$ cat src/rtl/bdc_pkg.sv
package bdc_pkg;

    typedef enum logic [1:0] {
        BK_NONE   = 2'b00,
        BK_DELAY  = 2'b01,
        BK_CANCEL = 2'b10,
        BK_RSVD   = 2'b11
    } br_kind_e;

    typedef enum logic [1:0] {
        ST_RUN  = 2'd0,
        ST_SLOT = 2'd1,
        ST_NULL = 2'd2,
        ST_HALT = 2'd3
    } ctl_state_e;

endpackage

$ cat src/rtl/bdc_fsm.sv
module bdc_fsm
    import bdc_pkg::*;
(
    input  logic       clk,
    input  logic       rst_n,
    input  logic       dec_valid,
    input  logic [1:0] dec_kind,
    input  logic       dec_taken,
    input  logic       dec_trap,
    input  logic       resume,
    input  logic       saved_slot,
    output ctl_state_e state,
    output logic       commit,
    output logic       cancel,
    output logic       illegal,
    output logic       take_trap,
    output logic       advance,
    output logic       redirect,
    output logic       restore
);

    ctl_state_e nxt;
    logic       is_branch;

    assign is_branch = (dec_kind == BK_DELAY) || (dec_kind == BK_CANCEL);

    always_ff @(posedge clk or negedge rst_n) begin
        if (!rst_n) state <= ST_RUN;
        else        state <= nxt;
    end

    always_comb begin
        nxt       = state;
        commit    = 1'b0;
        cancel    = 1'b0;
        illegal   = 1'b0;
        take_trap = 1'b0;
        advance   = 1'b0;
        redirect  = 1'b0;
        restore   = 1'b0;
        unique case (state)
            ST_RUN: begin
                if (dec_valid) begin
                    if (dec_trap) begin
                        take_trap = 1'b1;
                        nxt       = ST_HALT;
                    end else begin
                        commit  = 1'b1;
                        advance = 1'b1;
                        if (is_branch) begin
                            redirect = dec_taken;
                            nxt = (dec_kind == BK_CANCEL && !dec_taken) ? ST_NULL : ST_SLOT;
                        end
                    end
                end
            end
            ST_SLOT: begin
                if (dec_valid) begin
                    if (dec_trap || is_branch) begin
                        illegal   = is_branch;
                        take_trap = 1'b1;
                        nxt       = ST_HALT;
                    end else begin
                        commit  = 1'b1;
                        advance = 1'b1;
                        nxt     = ST_RUN;
                    end
                end
            end
            ST_NULL: begin
                if (dec_valid) begin
                    cancel  = 1'b1;
                    advance = 1'b1;
                    nxt     = ST_RUN;
                end
            end
            ST_HALT: begin
                if (resume) begin
                    restore = 1'b1;
                    nxt     = saved_slot ? ST_SLOT : ST_RUN;
                end
            end
            default: nxt = ST_RUN;
        endcase
    end

endmodule

$ cat src/rtl/bdc_pc_pair.sv
module bdc_pc_pair #(
    parameter int              AW       = 16,
    parameter int              ALIGN    = 2,
    parameter logic [AW-1:0]   RESET_PC = 16'h0100
) (
    input  logic          clk,
    input  logic          rst_n,
    input  logic          advance,
    input  logic          redirect,
    input  logic [AW-1:0] target,
    input  logic          restore,
    input  logic [AW-1:0] back0,
    input  logic [AW-1:0] back1,
    output logic [AW-1:0] pc,
    output logic [AW-1:0] npc
);

    localparam logic [AW-1:0] INC = AW'(1) << ALIGN;

    always_ff @(posedge clk or negedge rst_n) begin
        if (!rst_n) begin
            pc  <= RESET_PC;
            npc <= RESET_PC + INC;
        end else if (restore) begin
            pc  <= back0;
            npc <= back1;
        end else if (advance) begin
            pc  <= npc;
            npc <= redirect ? target : npc + INC;
        end
    end

endmodule

$ cat src/rtl/bdc_epc.sv
module bdc_epc #(
    parameter int AW = 16
) (
    input  logic          clk,
    input  logic          rst_n,
    input  logic          capture,
    input  logic          in_slot,
    input  logic [AW-1:0] pc,
    input  logic [AW-1:0] npc,
    output logic [AW-1:0] epc0,
    output logic [AW-1:0] epc1,
    output logic          eslot
);

    always_ff @(posedge clk or negedge rst_n) begin
        if (!rst_n) begin
            epc0  <= '0;
            epc1  <= '0;
            eslot <= 1'b0;
        end else if (capture) begin
            epc0  <= pc;
            epc1  <= npc;
            eslot <= in_slot;
        end
    end

endmodule

$ cat src/rtl/bdc_ctrl.sv
module bdc_ctrl
    import bdc_pkg::*;
#(
    parameter int            AW       = 16,
    parameter int            ALIGN    = 2,
    parameter logic [AW-1:0] RESET_PC = 16'h0100
) (
    input  logic          clk,
    input  logic          rst_n,
    input  logic          dec_valid,
    input  logic [1:0]    dec_kind,
    input  logic          dec_taken,
    input  logic [AW-1:0] dec_target,
    input  logic          dec_trap,
    input  logic          resume,
    output logic [AW-1:0] pc_now,
    output logic [AW-1:0] pc_next,
    output logic          commit_en,
    output logic          nullify,
    output logic          illegal_br,
    output logic          trap_now,
    output logic          halted,
    output logic [AW-1:0] epc0,
    output logic [AW-1:0] epc1,
    output logic          epc_slot
);

    ctl_state_e state;
    logic advance, redirect, restore;

    bdc_fsm u_fsm (
        .clk        (clk),
        .rst_n      (rst_n),
        .dec_valid  (dec_valid),
        .dec_kind   (dec_kind),
        .dec_taken  (dec_taken),
        .dec_trap   (dec_trap),
        .resume     (resume),
        .saved_slot (epc_slot),
        .state      (state),
        .commit     (commit_en),
        .cancel     (nullify),
        .illegal    (illegal_br),
        .take_trap  (trap_now),
        .advance    (advance),
        .redirect   (redirect),
        .restore    (restore)
    );

    bdc_pc_pair #(.AW(AW), .ALIGN(ALIGN), .RESET_PC(RESET_PC)) u_pcs (
        .clk      (clk),
        .rst_n    (rst_n),
        .advance  (advance),
        .redirect (redirect),
        .target   (dec_target),
        .restore  (restore),
        .back0    (epc0),
        .back1    (epc1),
        .pc       (pc_now),
        .npc      (pc_next)
    );

    bdc_epc #(.AW(AW)) u_epc (
        .clk     (clk),
        .rst_n   (rst_n),
        .capture (trap_now),
        .in_slot (state == ST_SLOT),
        .pc      (pc_now),
        .npc     (pc_next),
        .epc0    (epc0),
        .epc1    (epc1),
        .eslot   (epc_slot)
    );

    assign halted = (state == ST_HALT);

endmodule

$ cat config.mk
export PLATFORM = sky130hd
export DESIGN_NAME = bdc_ctrl
export DESIGN_NICKNAME = d
export VERILOG_FILES = /design/src/rtl/bdc_pkg.sv /design/src/rtl/bdc_fsm.sv /design/src/rtl/bdc_pc_pair.sv /design/src/rtl/bdc_epc.sv /design/src/rtl/bdc_ctrl.sv
export SDC_FILE = /design/constraint.sdc
export NUM_CORES = 1
export LEC_CHECK = 0
export BUFFER_PORTS_ARGS = -buffer_cell sky130_fd_sc_hd__buf_2
export CORE_AREA = 2 2 113 88
export DETAILED_ROUTE_END_ITERATION = 16
export DIE_AREA = 0 0 115 90
export PLACE_DENSITY = 0.58
export SYNTH_ARGS = -nofsm -noshare
export SYNTH_HDL_FRONTEND = slang
export SYNTH_SLANG_ARGS = --single-unit
$ cat constraint.sdc
create_clock -name clk -period 3.3 [get_ports clk]
set_clock_uncertainty 0.2 [all_clocks]
set_input_delay 0.66 -clock clk [delete_from_list [all_inputs] [get_ports clk]]
set_output_delay 0.66 -clock clk [all_outputs]
set_load 0.005 [all_outputs]
==> out/qor.csv, run 1 <==
stage,metric,value,unit
status,outcome,finished clean,
worst_hold_path,HP Class,input pin to async pin,
floorplanning,IO Pins,94,
setup_path,Worst Setup Start Kind,input pin,
yosys,Post-synth EDFFs,0,
timing,Final min period,2.55,ns
floorplanning,row count,31,
timing,f_max,392,MHz
final_layout,synthesis-to-layout area growth,27.1,%
yosys,most numerous cell in the Yosys netlist,dfrtp_1,
timing,Setup TNS,0,ns
final_layout,share of cells above drive strength 1,0.393,
place,port bufs,93,
global_routing,vias in the first global route,2600,
clock_tree,CTS tree,yes,
route,ANT nets after route,0,
timing,max-slew violation count,0,
place,HPWL after detailed placement,6210,µm
pwr,Power Density,922,mW/mm²
clock_tree,Inserted Clock Buffers,9,
yosys,ranking of synthesized cells by area,"dfrtp_1, mux2_2, nand2_1",
global_routing,gr usage total,0.180,
timing,Final Hold Viols,0,
yosys,#FFs+latches synth,67,
timing,Slew HR,0.481,
setup_path,Worst setup EP type,primary output,
floorplanning,Die W,115,µm
timing,final setup violating endpoints,0,
timing,WHS,0.200,ns
yosys,sequential area share after synthesis,0.531,
pwr,Leakage,1.98,nW
place,gp weighted congestion,0.774,
route,drt first pass iters,5,
yosys,yosys warns,0,
pwr,"Power, Total",3.71,mW
setup_path,CP arrival,1.69,ns
job,max_cap viols,0,
yosys,number of distinct library cells after synthesis,46,
timing,worst-margin pin slew,0.778,ns
clock_tree,"Setup Fix Bufs, Post-CTS",0,
yosys,Syn Nets,320,
final_layout,Filler Cells Inserted,935,
global_routing,first-pass GRT wire length,14200,µm
yosys,Async SR Flop Fraction,1.00,
final_layout,ANT cells,0,
yosys,Syn Area/Cell,10.8,µm²
clock_tree,"CTS clk-pin slew, worst paths",0.05,ns
yosys,Mapped Area,0.00316,mm²
floorplanning,Die ar.,0.0104,mm²
timing,RSZ-0062 raised after global routing,no,
route,drt wl/cell,17.5,µm
global_routing,GRT overflow,0,
pwr,Max VDD drop,0.469,mV
setup_path,critical path data required time,2.44,ns
clock_tree,clk sinks,67,
clock_tree,htree depth,3,
clock_tree,post-CTS resize count,0,
route,Post-Route WL,8900,µm
yosys,largest area contributor in the netlist,dfrtp_1,
final_layout,layout net count,413,
clock_tree,Clock Latency Late Sink,0.34,ns
setup_path,CP Class,input pin to primary output,
floorplanning,Die Y,90,µm
clock_tree,CTS root buf,clkbuf_16,
floorplanning,initial core utilization,0.340,
yosys,share of the synthesized area in the top cell type,0.507,
yosys,Synth Flop Type,dfrtp_1,
clock_tree,"Hold-fix buffers, CTS",0,
route,routed via count,2713,
timing,Final Cycle Share,0.773,
route,post-DR vias/cell,5.35,
clock_tree,Max clock buf depth,2,
route,Residual DRC,0,
yosys,commonest cells in the netlist,"dfrtp_1, nand2_1, mux2_2, nor2_1, a22oi_1",
yosys,post-synthesis cell count,294,
global_routing,pin count of the biggest net entering global routing,36,
setup_path,critical-path maximum fanout,7,
global_routing,antenna violations before repair,0,
route,initial drt markers,247,
floorplanning,core area,0.00931,mm²
state kept, by name, indices dropped and copies added (netlist names):
name and flops:
u_fsm.state 2, u_pcs.npc 16, u_epc.eslot 1, u_pcs.pc 16, u_epc.epc1 16, u_epc.epc0 16
kinds of logic (layout without fill, tap and decap cells):
logic type	count (synthesis)	count (layout)	synth area share
xor gates and xnor gates	8	8	0.0222
DFF	67	67	0.531
AOI/OAI and AO/OA	66	66	0.149
adders and majority gates	2	2	0.00791
muxes	31	31	0.110
and+or+nand+nor	96	96	0.142
buffers and inverters	24	122	0.0380
cell type report:
class	instances	area [µm²]	share of cell area
clock buffer	14	264	0.0657
clock inverter	2	10.0	0.00249
inverter	6	22.5	0.00560
multi-input combinational	203	1370	0.340
sequential	67	1680	0.418
tap	115	144	0.0358
timing repair buffer	100	531	0.132
worst max-delay path, cell delays in order:
cell,delay (ns)
buf_2,0.08
inv_1,0.03
ha_1,0.37
nor2_1,0.28
o21ai_4,0.10
inv_1,0.06
buf_2,0.11
metal layers:
layer | GRT usage | wire (µm) | part of all wire | vias to the layer above
met5 | 0 | 0 | 0 | -
met4 | 0.0622 | 106 | 0.012 | 0
met3 | 0.0587 | 636 | 0.071 | 12
met2 | 0.253 | 3790 | 0.43 | 118
met1 | 0.259 | 4360 | 0.49 | 1339
li1 | - | - | - | 1244
where the power goes:
group | internal [mW] | switching, mW | total, mW
clock network | 0.547 | 0.344 | 0.891
registers | 1.19 | 0.386 | 1.57
logic | 0.640 | 0.605 | 1.24
total | 2.37 | 1.33 | 3.71
final timing paths:
kind	startpoint	to	slack (ns)	cells past startpoint
setup / recovery	dec_kind[0]	trap_now	0.75	7
max in group asynchronous	rst_n	u_pcs.pc[8]$_DFFE_PN1P_	1.97	2
hold reg to reg	u_pcs.pc[8]$_DFFE_PN1P_	u_pcs.pc[8]$_DFFE_PN1P_	0.30	2
setup reg to reg	u_pcs.npc[2]$_DFFE_PN1P_	u_pcs.npc[14]$_DFFE_PN0P_	1.07	6
min in group clk	u_pcs.pc[8]$_DFFE_PN1P_	u_pcs.pc[8]$_DFFE_PN1P_	0.30	2
hold / removal	rst_n	u_epc.epc0[6]$_DFFE_PN0P_	0.20	1
layout by cell type (no fill, tap or decap), types with 3 or more instances in the layout:
cell type and instances:
dfrtp_1 64, a21oi_1 8, a22oi_1 15, mux2_2 30, xnor2_1 7, o211ai_1 5
buf_4 6, nor2b_1 3, dfstp_2 3, nor2_1 19, clkbuf_1 3, buf_2 93
nor3_1 6, nand2_1 47, a31oi_1 7, o21ai_0 14, inv_1 6, a221o_1 7
nand3_1 4, clkbuf_16 9
metrics by stage:
stage                     area (µm²)   util  setup slack [ns]  instances
after global placement          3750  0.402             0.641        491
after detailed placement        3750  0.402             0.486        491
after CTS                       4020  0.432             0.742        507
after floorplan                 3160      -             0.771        294
final                           4020  0.432             0.748        507
after global routing            4020  0.432             0.669        507
Power figures use the tool's default switching activity.
==> run 2, diff against run 1 <==
Clock period 3.3 ns to 2.5 ns, I/O delays scaled along.
==> out/qor.csv, run 2 (synthesis results as in run 1) <==
stage,metric,value,unit
status,outcome,finished clean,
worst_hold_path,Hold Path Stages,3,
route,routed via count,2692,
timing,Final Cycle Share,0.921,
timing,final setup violating endpoints,0,
setup_path,"Slowest-stage cell, CP",dfrtp_1,
timing,f_max,434,MHz
job,max_cap viols,0,
final_layout,synthesis-to-layout area growth,31.2,%
setup_path,critical-path maximum fanout,7,
clock_tree,CTS tree,yes,
global_routing,gr usage total,0.180,
timing,Final Hold Viols,0,
final_layout,ANT cells,0,
pwr,Power Density,1210,mW/mm²
floorplanning,row count,31,
final_layout,most frequent cells in the layout,"buf_2, dfrtp_1, nand2_1",
floorplanning,Die Y,90,µm
timing,Final min period,2.30,ns
setup_path,Worst Setup Start Kind,flip-flop,
clock_tree,CTS root buf,clkbuf_16,
setup_path,crit path cell chain,inv_1 > nor2_1 > o21ai_4 > inv_1 > buf_2,
global_routing,Most Crowded Layer GR,met1,
global_routing,met1 Use GR,0.263,
place,HPWL after detailed placement,6470,µm
final_layout,"commonest non-fill, non-tap cell in the layout",buf_2,
setup_path,CP arrival,1.60,ns
floorplanning,initial core utilization,0.340,
floorplanning,Die ar.,0.0104,mm²
timing,RSZ-0062 raised after global routing,no,
clock_tree,"CTS clk-pin slew, worst paths",0.05,ns
route,post-DR vias/cell,5.18,
worst_hold_path,HP Class,input pin to flip-flop,
setup_path,critical path data required time,1.80,ns
global_routing,grt met3 use,0.0492,
route,ANT nets after route,0,
pwr,Switching Power,1.73,mW
pwr,clock share of power,0.250,
global_routing,GRT overflow,0,
timing,Slew HR,0.613,
route,initial drt markers,200,
final_layout,layout net count,427,
global_routing,vias in the first global route,2666,
floorplanning,core area,0.00931,mm²
global_routing,met2 Use GR,0.262,
clock_tree,"Setup Fix Bufs, Post-CTS",0,
floorplanning,Die W,115,µm
clock_tree,htree depth,3,
pwr,sequential power share,0.413,
place,port bufs,93,
timing,max-slew violation count,0,
clock_tree,clk sinks,67,
final_layout,share of cells above drive strength 1,0.412,
clock_tree,Inserted Clock Buffers,9,
pwr,Max VDD drop,0.459,mV
timing,Setup TNS,0,ns
clock_tree,Max clock buf depth,2,
setup_path,R2R cell count,6,
global_routing,first-pass GRT wire length,14500,µm
place,gp weighted congestion,0.750,
global_routing,pin count of the biggest net entering global routing,32,
global_routing,antenna violations before repair,0,
route,drt wl/cell,16.9,µm
setup_path,CP Class,flip-flop to primary output,
final_layout,fin util,0.446,
setup_path,Worst setup EP type,primary output,
clock_tree,Clock Latency Late Sink,0.32,ns
route,Post-Route WL,8770,µm
pwr,Logic pwr share,0.338,
pwr,switching share of power,0.346,
setup_path,cell mode on critical path,inv_1,
setup_path,CP peak stage delay,0.45,ns
pwr,Leakage,2.06,nW
route,Residual DRC,0,
pwr,cell-internal power,3.27,mW
timing,worst-margin pin slew,0.579,ns
floorplanning,IO Pins,94,
route,drt first pass iters,4,
==> run 2: cell count changes in the layout (fill, tap and decap cells not counted) <==
cell,delta
clkbuf_1,-1
clkinv_2,-1
dlygate4sd3_1,+1
bufinv_16,+1
buf_4,+13
==> run 2: routing by layer <==
| layer | up-vias | routed length (µm) |
|---|---|---|
| li1 | 1278 | - |
| met1 | 1315 | 4280 |
| met2 | 97 | 3870 |
| met3 | 2 | 602 |
| met4 | 0 | 21 |
| met5 | - | 0 |
==> run 2: path summary, 6_finish.rpt <==
kind,start,endpoint,slack (ns)
max reg2reg,u_pcs.npc[2]$_DFFE_PN1P_,u_pcs.npc[14]$_DFFE_PN0P_,0.35
max in group asynchronous,rst_n,u_pcs.pc[8]$_DFFE_PN1P_,0.92
min in group asynchronous,rst_n,u_epc.epc0[15]$_DFFE_PN0P_,0.49
max,u_fsm.state[0]$_DFFE_PN0P_,trap_now,0.20
min,dec_target[3],u_pcs.npc[3]$_DFFE_PN0P_,0.23
min reg2reg,u_pcs.pc[7]$_DFFE_PN0P_,u_pcs.pc[7]$_DFFE_PN0P_,0.29
==> run 2: power by group through the flow <==
| stage | clock network, mW | logic (mW) | registers (mW) |
|---|---|---|---|
| 2_1_floorplan | 0 | 0.948 | 1.97 |
| 3_3_place_gp | 0 | 1.67 | 2.07 |
| 3_5_place_dp | 0 | 1.71 | 2.08 |
| 4_1_cts | 1.29 | 1.72 | 2.07 |
| 5_1_grt | 1.33 | 1.90 | 2.15 |
| 6_report | 1.25 | 1.69 | 2.07 |
==> run 2: worst max-delay path: cells and delay by family (launching register included) <==
family | cells | cell delay [ns]
simple gates | 1 | 0.12
flops | 1 | 0.45
buf+inv | 3 | 0.42
compound gates | 1 | 0.29
==> run 2: final cells by class <==
cell class / count / area, µm²
inverter: 6 / 22.5
fill: 891 / 5160
sequential: 67 / 1680
tap: 115 / 144
multi-input combinational: 203 / 1370
timing repair buffer: 114 / 638
clock buffer: 13 / 260
clock inverter: 2 / 35.0
==> run 2: timing repair <==
action,4_1_cts,5_1_grt
hold buffers,1,0
endpoints found under the hold margin,17,0
resized for setup,0,0
==> run 2: per-stage QoR <==
stage	total power, mW	setup slack, ns	hold WS, ns	cell area, µm²	instances
floorplan	2.92	0.291	0.00441	3160	294
global placement	3.74	0.162	0.284	3840	504
detailed placement	3.79	0.0505	0.286	3840	504
CTS	5.08	0.180	0.218	4150	520
global route	5.38	0.0886	0.222	4150	520
finish	5.01	0.197	0.233	4150	520
